### config.mk
export PLATFORM = sky130hd
export DESIGN_NAME = ctx_save_unit
export DESIGN_NICKNAME = d
export VERILOG_FILES = /design/src/rtl/ctxsv_pkg.sv /design/src/rtl/ctxsv_shadow_stack.sv /design/src/rtl/ctxsv_beat_seq.sv /design/src/rtl/ctx_save_unit.sv
export SDC_FILE = /design/constraint.sdc
export NUM_CORES = 2
export LEC_CHECK = 0
export BUFFER_PORTS_ARGS = -buffer_cell sky130_fd_sc_hd__buf_2
export CAP_MARGIN = 10
export CORE_AREA = 5 5 504 506
export CTS_BUF_LIST = sky130_fd_sc_hd__clkbuf_8
export DETAILED_ROUTE_END_ITERATION = 6
export DIE_AREA = 0 0 509 511
export PLACE_DENSITY = 0.58
export SKIP_LAST_GASP = 1
export SYNTH_ARGS = -nofsm -noshare
export SYNTH_HDL_FRONTEND = slang
export SYNTH_SLANG_ARGS = --single-unit
### constraint.sdc
create_clock -name clk -period 43.6 [get_ports clk]
set_input_delay 6.54 -clock clk [delete_from_list [all_inputs] [get_ports clk]]
set_output_delay 6.54 -clock clk [all_outputs]
set_load 0.005 [all_outputs]
### src/rtl/ctxsv_pkg.sv
package ctxsv_pkg;

  typedef enum logic [1:0] {
    CS_IDLE,
    CS_ACK,
    CS_SPILL,
    CS_FILL
  } cs_state_e;

  // word address of a beat inside a save area
  function automatic int unsigned area_word(input int unsigned area,
                                            input int unsigned beat,
                                            input int unsigned words_per_area,
                                            input int unsigned words_per_beat);
    return area * words_per_area + beat * words_per_beat;
  endfunction

endpackage

### src/rtl/ctxsv_shadow_stack.sv
module ctxsv_shadow_stack #(
  parameter int NSETS = 2,
  parameter int CW    = 512,
  parameter int CNTW  = $clog2(NSETS + 1)
) (
  input  logic            clk,
  input  logic            rst_n,
  input  logic            push,
  input  logic            spill_push,
  input  logic            pop,
  input  logic [CW-1:0]   din,
  output logic [CW-1:0]   top_q,
  output logic [CW-1:0]   oldest_q,
  output logic [CNTW-1:0] cnt_q
);
  localparam int IDXW = (NSETS > 1) ? $clog2(NSETS) : 1;

  logic [CW-1:0]   sets [NSETS];
  logic [IDXW-1:0] top_idx;

  for (genvar g = 0; g < NSETS; g++) begin : g_set
    if (g == NSETS - 1) begin : g_last
      always_ff @(posedge clk) begin
        if (spill_push) sets[g] <= din;
        else if (push && cnt_q == CNTW'(g)) sets[g] <= din;
      end
    end else begin : g_mid
      always_ff @(posedge clk) begin
        if (spill_push) sets[g] <= sets[g+1];
        else if (push && cnt_q == CNTW'(g)) sets[g] <= din;
      end
    end
  end

  always_ff @(posedge clk) begin
    if (!rst_n) cnt_q <= '0;
    else if (push) cnt_q <= cnt_q + 1'b1;
    else if (pop) cnt_q <= cnt_q - 1'b1;
  end

  always_comb begin
    top_idx = (cnt_q == '0) ? '0 : IDXW'(cnt_q - 1'b1);
    top_q    = sets[top_idx];
    oldest_q = sets[0];
  end

endmodule

### src/rtl/ctxsv_beat_seq.sv
module ctxsv_beat_seq #(
  parameter int NBEATS = 4,
  parameter int BIDXW  = (NBEATS > 1) ? $clog2(NBEATS) : 1
) (
  input  logic             clk,
  input  logic             rst_n,
  input  logic             start,
  input  logic             run,
  output logic [BIDXW-1:0] beat_q,
  output logic             last
);
  assign last = (beat_q == BIDXW'(NBEATS - 1));

  always_ff @(posedge clk) begin
    if (!rst_n) beat_q <= '0;
    else if (start) beat_q <= '0;
    else if (run && !last) beat_q <= beat_q + 1'b1;
  end

endmodule

### src/rtl/ctx_save_unit.sv
module ctx_save_unit
  import ctxsv_pkg::*;
#(
  parameter int WORD_W      = 32,
  parameter int CTX_WORDS   = 16,
  parameter int BEAT_WORDS  = 4,
  parameter int SHADOW_SETS = 2,
  parameter int SAVE_AREAS  = 3,
  parameter int ADDR_W      = $clog2(SAVE_AREAS * CTX_WORDS)
) (
  input  logic                         clk,
  input  logic                         rst_n,
  input  logic                         save_req,
  input  logic                         restore_req,
  input  logic [WORD_W*CTX_WORDS-1:0]  ctx_wr,
  output logic [WORD_W*CTX_WORDS-1:0]  ctx_rd,
  output logic                         stall,
  output logic                         done,
  output logic                         err_overflow,
  output logic                         err_underflow,
  output logic                         mem_we,
  output logic                         mem_re,
  output logic [ADDR_W-1:0]            mem_addr,
  output logic [WORD_W*BEAT_WORDS-1:0] mem_wdata,
  input  logic [WORD_W*BEAT_WORDS-1:0] mem_rdata
);
  localparam int CW     = WORD_W * CTX_WORDS;
  localparam int BW     = WORD_W * BEAT_WORDS;
  localparam int NBEATS = CTX_WORDS / BEAT_WORDS;
  localparam int BIDXW  = (NBEATS > 1) ? $clog2(NBEATS) : 1;
  localparam int CNTW   = $clog2(SHADOW_SETS + 1);
  localparam int PTRW   = $clog2(SAVE_AREAS + 1);

  cs_state_e        st_q, st_d;
  logic [CW-1:0]    stage_q, rd_q;
  logic [PTRW-1:0]  ptr_q;
  logic             ovf_q, unf_q;

  logic [CW-1:0]    top_q, oldest_q;
  logic [CNTW-1:0]  set_cnt;
  logic [BIDXW-1:0] beat_q;
  logic             beat_last;

  // named internal events
  logic idle, shadow_full, shadow_empty, mem_full, mem_empty;
  logic go_save, go_restore;
  logic save_fast, save_spill, save_reject;
  logic rest_fast, rest_fill, rest_reject;
  logic in_spill, in_fill, spill_end, fill_end;
  logic [PTRW-1:0] area_sel;

  always_comb begin
    idle         = (st_q == CS_IDLE);
    shadow_full  = (set_cnt == CNTW'(SHADOW_SETS));
    shadow_empty = (set_cnt == '0);
    mem_full     = (ptr_q == PTRW'(SAVE_AREAS));
    mem_empty    = (ptr_q == '0);
    go_save      = idle && save_req;
    go_restore   = idle && restore_req && !save_req;
    save_fast    = go_save && !shadow_full;
    save_spill   = go_save && shadow_full && !mem_full;
    save_reject  = go_save && shadow_full && mem_full;
    rest_fast    = go_restore && !shadow_empty;
    rest_fill    = go_restore && shadow_empty && !mem_empty;
    rest_reject  = go_restore && shadow_empty && mem_empty;
    in_spill     = (st_q == CS_SPILL);
    in_fill      = (st_q == CS_FILL);
    spill_end    = in_spill && beat_last;
    fill_end     = in_fill && beat_last;
    area_sel     = in_fill ? (ptr_q - 1'b1) : ptr_q;
  end

  ctxsv_shadow_stack #(
    .NSETS(SHADOW_SETS), .CW(CW), .CNTW(CNTW)
  ) u_stack (
    .clk       (clk),
    .rst_n     (rst_n),
    .push      (save_fast),
    .spill_push(spill_end),
    .pop       (rest_fast),
    .din       (spill_end ? stage_q : ctx_wr),
    .top_q     (top_q),
    .oldest_q  (oldest_q),
    .cnt_q     (set_cnt)
  );

  ctxsv_beat_seq #(
    .NBEATS(NBEATS), .BIDXW(BIDXW)
  ) u_beats (
    .clk   (clk),
    .rst_n (rst_n),
    .start (save_spill || rest_fill),
    .run   (in_spill || in_fill),
    .beat_q(beat_q),
    .last  (beat_last)
  );

  always_comb begin
    st_d = st_q;
    case (st_q)
      CS_IDLE: begin
        if (save_fast || rest_fast) st_d = CS_ACK;
        else if (save_spill)        st_d = CS_SPILL;
        else if (rest_fill)         st_d = CS_FILL;
      end
      CS_SPILL: if (beat_last) st_d = CS_IDLE;
      CS_FILL:  if (beat_last) st_d = CS_ACK;
      default:  st_d = CS_IDLE;
    endcase
  end

  always_ff @(posedge clk) begin
    if (!rst_n) begin
      st_q  <= CS_IDLE;
      ptr_q <= '0;
      rd_q  <= '0;
      ovf_q <= 1'b0;
      unf_q <= 1'b0;
    end else begin
      st_q  <= st_d;
      ovf_q <= save_reject;
      unf_q <= rest_reject;
      if (spill_end) ptr_q <= ptr_q + 1'b1;
      else if (fill_end) ptr_q <= ptr_q - 1'b1;
      if (rest_fast) rd_q <= top_q;
      else if (in_fill) rd_q[beat_q*BW +: BW] <= mem_rdata;
    end
  end

  always_ff @(posedge clk) begin
    if (save_spill) stage_q <= ctx_wr;
  end

  assign ctx_rd        = rd_q;
  assign done          = (st_q == CS_ACK) || spill_end;
  assign stall         = (in_spill && !beat_last) || in_fill;
  assign err_overflow  = ovf_q;
  assign err_underflow = unf_q;
  assign mem_we        = in_spill;
  assign mem_re        = in_fill;
  assign mem_addr      = ADDR_W'(area_word(int'(area_sel), int'(beat_q),
                                           CTX_WORDS, BEAT_WORDS));
  assign mem_wdata     = oldest_q[beat_q*BW +: BW];

endmodule

==> key figures <==
Worst setup path
  – Crit path from: save_req
  – Required time worst endpoint: roughly 44 ns
  – R2R depth: 11
  – CP endpoint kind: flip-flop
  – Crit path DAT: roughly 13 ns
  – End of the critical path: u_stack.sets[0][68]$_DFFE_PP_
  – FF-to-FF setup slack: 34.68 ns
  – Crit Path Category: in -> reg
  – Crit Path Max Fanout: 63
  – Critical Path Source Type: primary input
  – FF-to-FF End: u_stack.sets[0][68]$_DFFE_PP_
  – Worst reg2reg path startpoint: u_beats.beat_q[0]$_SDFFE_PP0P_

Pwr
  – Int Pwr: 3.98 mW
  – NetSw: 1.75 mW
  – Clock network power share: 30.6%
  – Combinational power share: between 20 and 25%
  – Reg power frac: 46.6%
  – Cell leakage power: 37.8 nW
  – Peak VDD IR: slightly below 40 uV
  – Sw frac: 30.6%
  – Cell Pwr Density: 54.4 mW/mm2

Global route
  – Initial antenna violation count: between 150 and 200
  – Global-route wire length before repair: 452 mm
  – Met2 usage: 37.7%
  – Congestion Overflow GR: 0
  – Vias in the first global route: 58700
  – Met1 usage: 29.7%
  – Met3 GRT Util: 7.81%
  – Overall Global Routing Usage: between 20% and 30%
  – Largest net degree at the start of global routing: ~120
  – GR peak layer: met2

Floorplanning
  – Initial Util: 35.4%
  – Die Area: between 0.2 and 0.3 mm2
  – Die H: around 510 um
  – # IOs: between 1000 and 1500
  – Die X: between 500 and 600 um
  – Core area: ~0.25 mm2
  – Std-Cell Rows: around 180

Synth
  – Post-synthesis register bit count: just over 2000
  – Ys async rst share: 0%
  – Yosys cell types: 45
  – Mapped Area: 0.0883 mm2
  – Sequential share of the synthesized area: 64.1%
  – Synth warn: 0
  – Syn Inst Count: 5526
  – Mean post-synth cell area: 16.0 um2
  – Ys flop type: edfxtp_1
  – Post-synth EDFFs: 1536

Layout
  – Most frequent cells in the layout: 1536 x edfxtp_1, 1292 x buf_2, 1280 x mux2_2
  – Nets@finish: roughly 7500
  – Design area: between 0.1 and 0.15 mm2
  – Share of layout cells above drive strength 1: 46.5%
  – Commonest non-fill, non-tap cell in the layout: edfxtp_1
  – Fillers: 23200
  – Area Growth Syn to Fin: 19.2%

Run
  – Max Cap Viol: 0

Clocking
  – Num CTS Buffers: 373
  – CTS tree: done
  – Clock-pin slew on the worst setup and hold paths: 0.06 ns
  – CTS-repair resized insts: 0
  – Post CTS Setup Buffer Count: 0
  – CTS Sinks: 2058
  – CTS max path bufs: 4
  – Root buffer cell: clkbuf_8
  – Clock Latency Late Sink: around 1.1 ns
  – H-tree depth: 5
  – CTS Hold Buffers Added: 0

Detailed routing
  – Post-DRT Antenna Nets: 0
  – Iteration-0 DRC Markers: 6726
  – DRC Markers: 3
  – DR vias: 59000
  – Routed wire length: 326 mm
  – Avg WL per Cell: 30.6 um
  – Total iterations of the first detailed-routing run: 7
  – Via density per instance: 5.55

STA
  – Worst Clk Skew: 0.0864 ns
  – Worst-Margin Slew: roughly 1.2 ns
  – Max Clock Freq: 82.9 MHz
  – Count of final setup violators: 0
  – Setup TNS: 0 ns
  – Minimum clock period: 12.07 ns
  – Rel. slew slack: 19.8%
  – Final Cycle Share: 27.7%
  – RSZ-0062 raised after global routing: no
  – Max-slew violations: 0
  – Fin. Hold Viols: 0

Worst hold path
  – Hold crit path type: reg -> reg

Placement
  – RD Place Congestion: 0.870
  – Area of placed instances: approximately 0.098 mm2
  – Port Buffers: 1293
  – Dpl hpwl: 219 mm

Outcome
  – Failing checks: DRC
  – Status: finished, violations left
## how the worst min path moves through the flow
stage	endpoint	slack, ns	start	depth (start not counted)
finish	u_stack.sets[1][395]$_DFFE_PP_	0.48	stage_q[395]$_DFFE_PP_	1
floorplan	st_q[0]$_SDFFE_PN0P_	0.47	st_q[0]$_SDFFE_PN0P_	2
detailed placement	st_q[0]$_SDFFE_PN0P_	0.50	st_q[0]$_SDFFE_PN0P_	2
global placement	st_q[0]$_SDFFE_PN0P_	0.49	st_q[0]$_SDFFE_PN0P_	2
global route	u_stack.sets[1][395]$_DFFE_PP_	0.49	stage_q[395]$_DFFE_PP_	1
CTS	u_stack.sets[1][395]$_DFFE_PP_	0.47	stage_q[395]$_DFFE_PP_	1
## power groups by stage
| stage | registers [mW] | clock network, mW | logic (mW) |
|---|---|---|---|
| after global routing | 2.69 | 1.89 | 1.39 |
| after detailed placement | 2.71 | 0 | 1.32 |
| final | 2.67 | 1.75 | 1.31 |
| after floorplan | 2.81 | 0 | 0.815 |
| after CTS | 2.67 | 1.79 | 1.32 |
| after global placement | 2.70 | 0 | 1.31 |
## synthesized netlist by cell type (3+ instances only)
library cell  count  area (um2)
nand2_1          16        60.1
nand3_1           3        15.0
nor2_1          262         983
mux2_2         1280       14400
mux4_2          128        2880
nor2b_1         511        3200
a221oi_1        214        1870
ha_1             15         188
dfxtp_1         522       10500
buf_2           209        1050
a222oi_1        256        2560
and3_1            3        18.8
mux2i_1         258        2580
o21ai_0           3        15.0
a21oi_1           7        35.0
nand4b_1          4        35.0
a221oi_2         40         601
clkbuf_1        183         687
buf_1             8        30.0
buf_6             6        67.6
inv_1            11        41.3
buf_4            23         173
edfxtp_1       1536       46100
## registers in the layout, summed over array words and instances, names as in the netlist
| register | cells |
|---|---|
| ptr_q | 2 |
| stage_q | 512 |
| u_stack.sets | 1024 |
| err_overflow | 1 |
| ctx_rd | 512 |
| err_underflow | 1 |
| u_stack.cnt_q | 2 |
| u_beats.beat_q | 2 |
| st_q | 2 |
## layer usage
layer,up-vias,wire length (um)
met4,130,13800
met3,729,33100
met5,-,859
met1,30400,126000
met2,3006,151000
li1,24800,-
## cell families after synthesis
| kind of cell | count (synthesis) | share of synthesized area [%] |
|---|---|---|
| flops | 2058 | 64.1 |
| mux | 1666 | 22.5 |
| simple gates | 813 | 5.01 |
| compound gates | 530 | 5.87 |
| buf+inv | 440 | 2.31 |
| fa+ha+maj | 15 | 0.212 |
| xor+xnor | 3 | 0.0298 |
| other cells | 1 | 0.00425 |
## per-stage QoR
stage / total power, mW / utilization [%] / worst slack, ns / std cells / hold WS [ns]
2_1_floorplan: 3.63 / - / 25.02 / 5527 / 0.469
3_3_place_gp: 4.01 / 39.3 / 30.47 / 9839 / 0.488
3_5_place_dp: 4.03 / 39.3 / 30.44 / 9839 / 0.503
4_1_cts: 5.79 / 42.1 / 31.63 / 10500 / 0.472
5_1_grt: 5.97 / 42.2 / 31.37 / 10600 / 0.488
6_report: 5.73 / 42.2 / 31.53 / 10600 / 0.484
## layout make-up
class | instances | area [um2] | share of cell area (%)
Antenna cell | 116 | 290 | 0.276
Clock buffer | 422 | 5810 | 5.51
Clock inverter | 255 | 1220 | 1.16
Inverter | 11 | 48.8 | 0.0463
Multi-Input combinational cell | 3029 | 29800 | 28.3
Sequential cell | 2058 | 56600 | 53.7
Tap cell | 3348 | 4190 | 3.98
Timing Repair Buffer | 1393 | 7340 | 6.97
## worst max-delay path: stages
cell,delay (ns)
buf_2,0.16
nand2_1,0.07
nor2_1,0.10
nand3_4,0.72
buf_4,0.88
buf_4,0.68
buf_4,0.72
buf_4,0.68
buf_4,0.81
buf_4,0.67
mux2_2,0.41
Note: power is estimated with default switching activity, not from simulation.
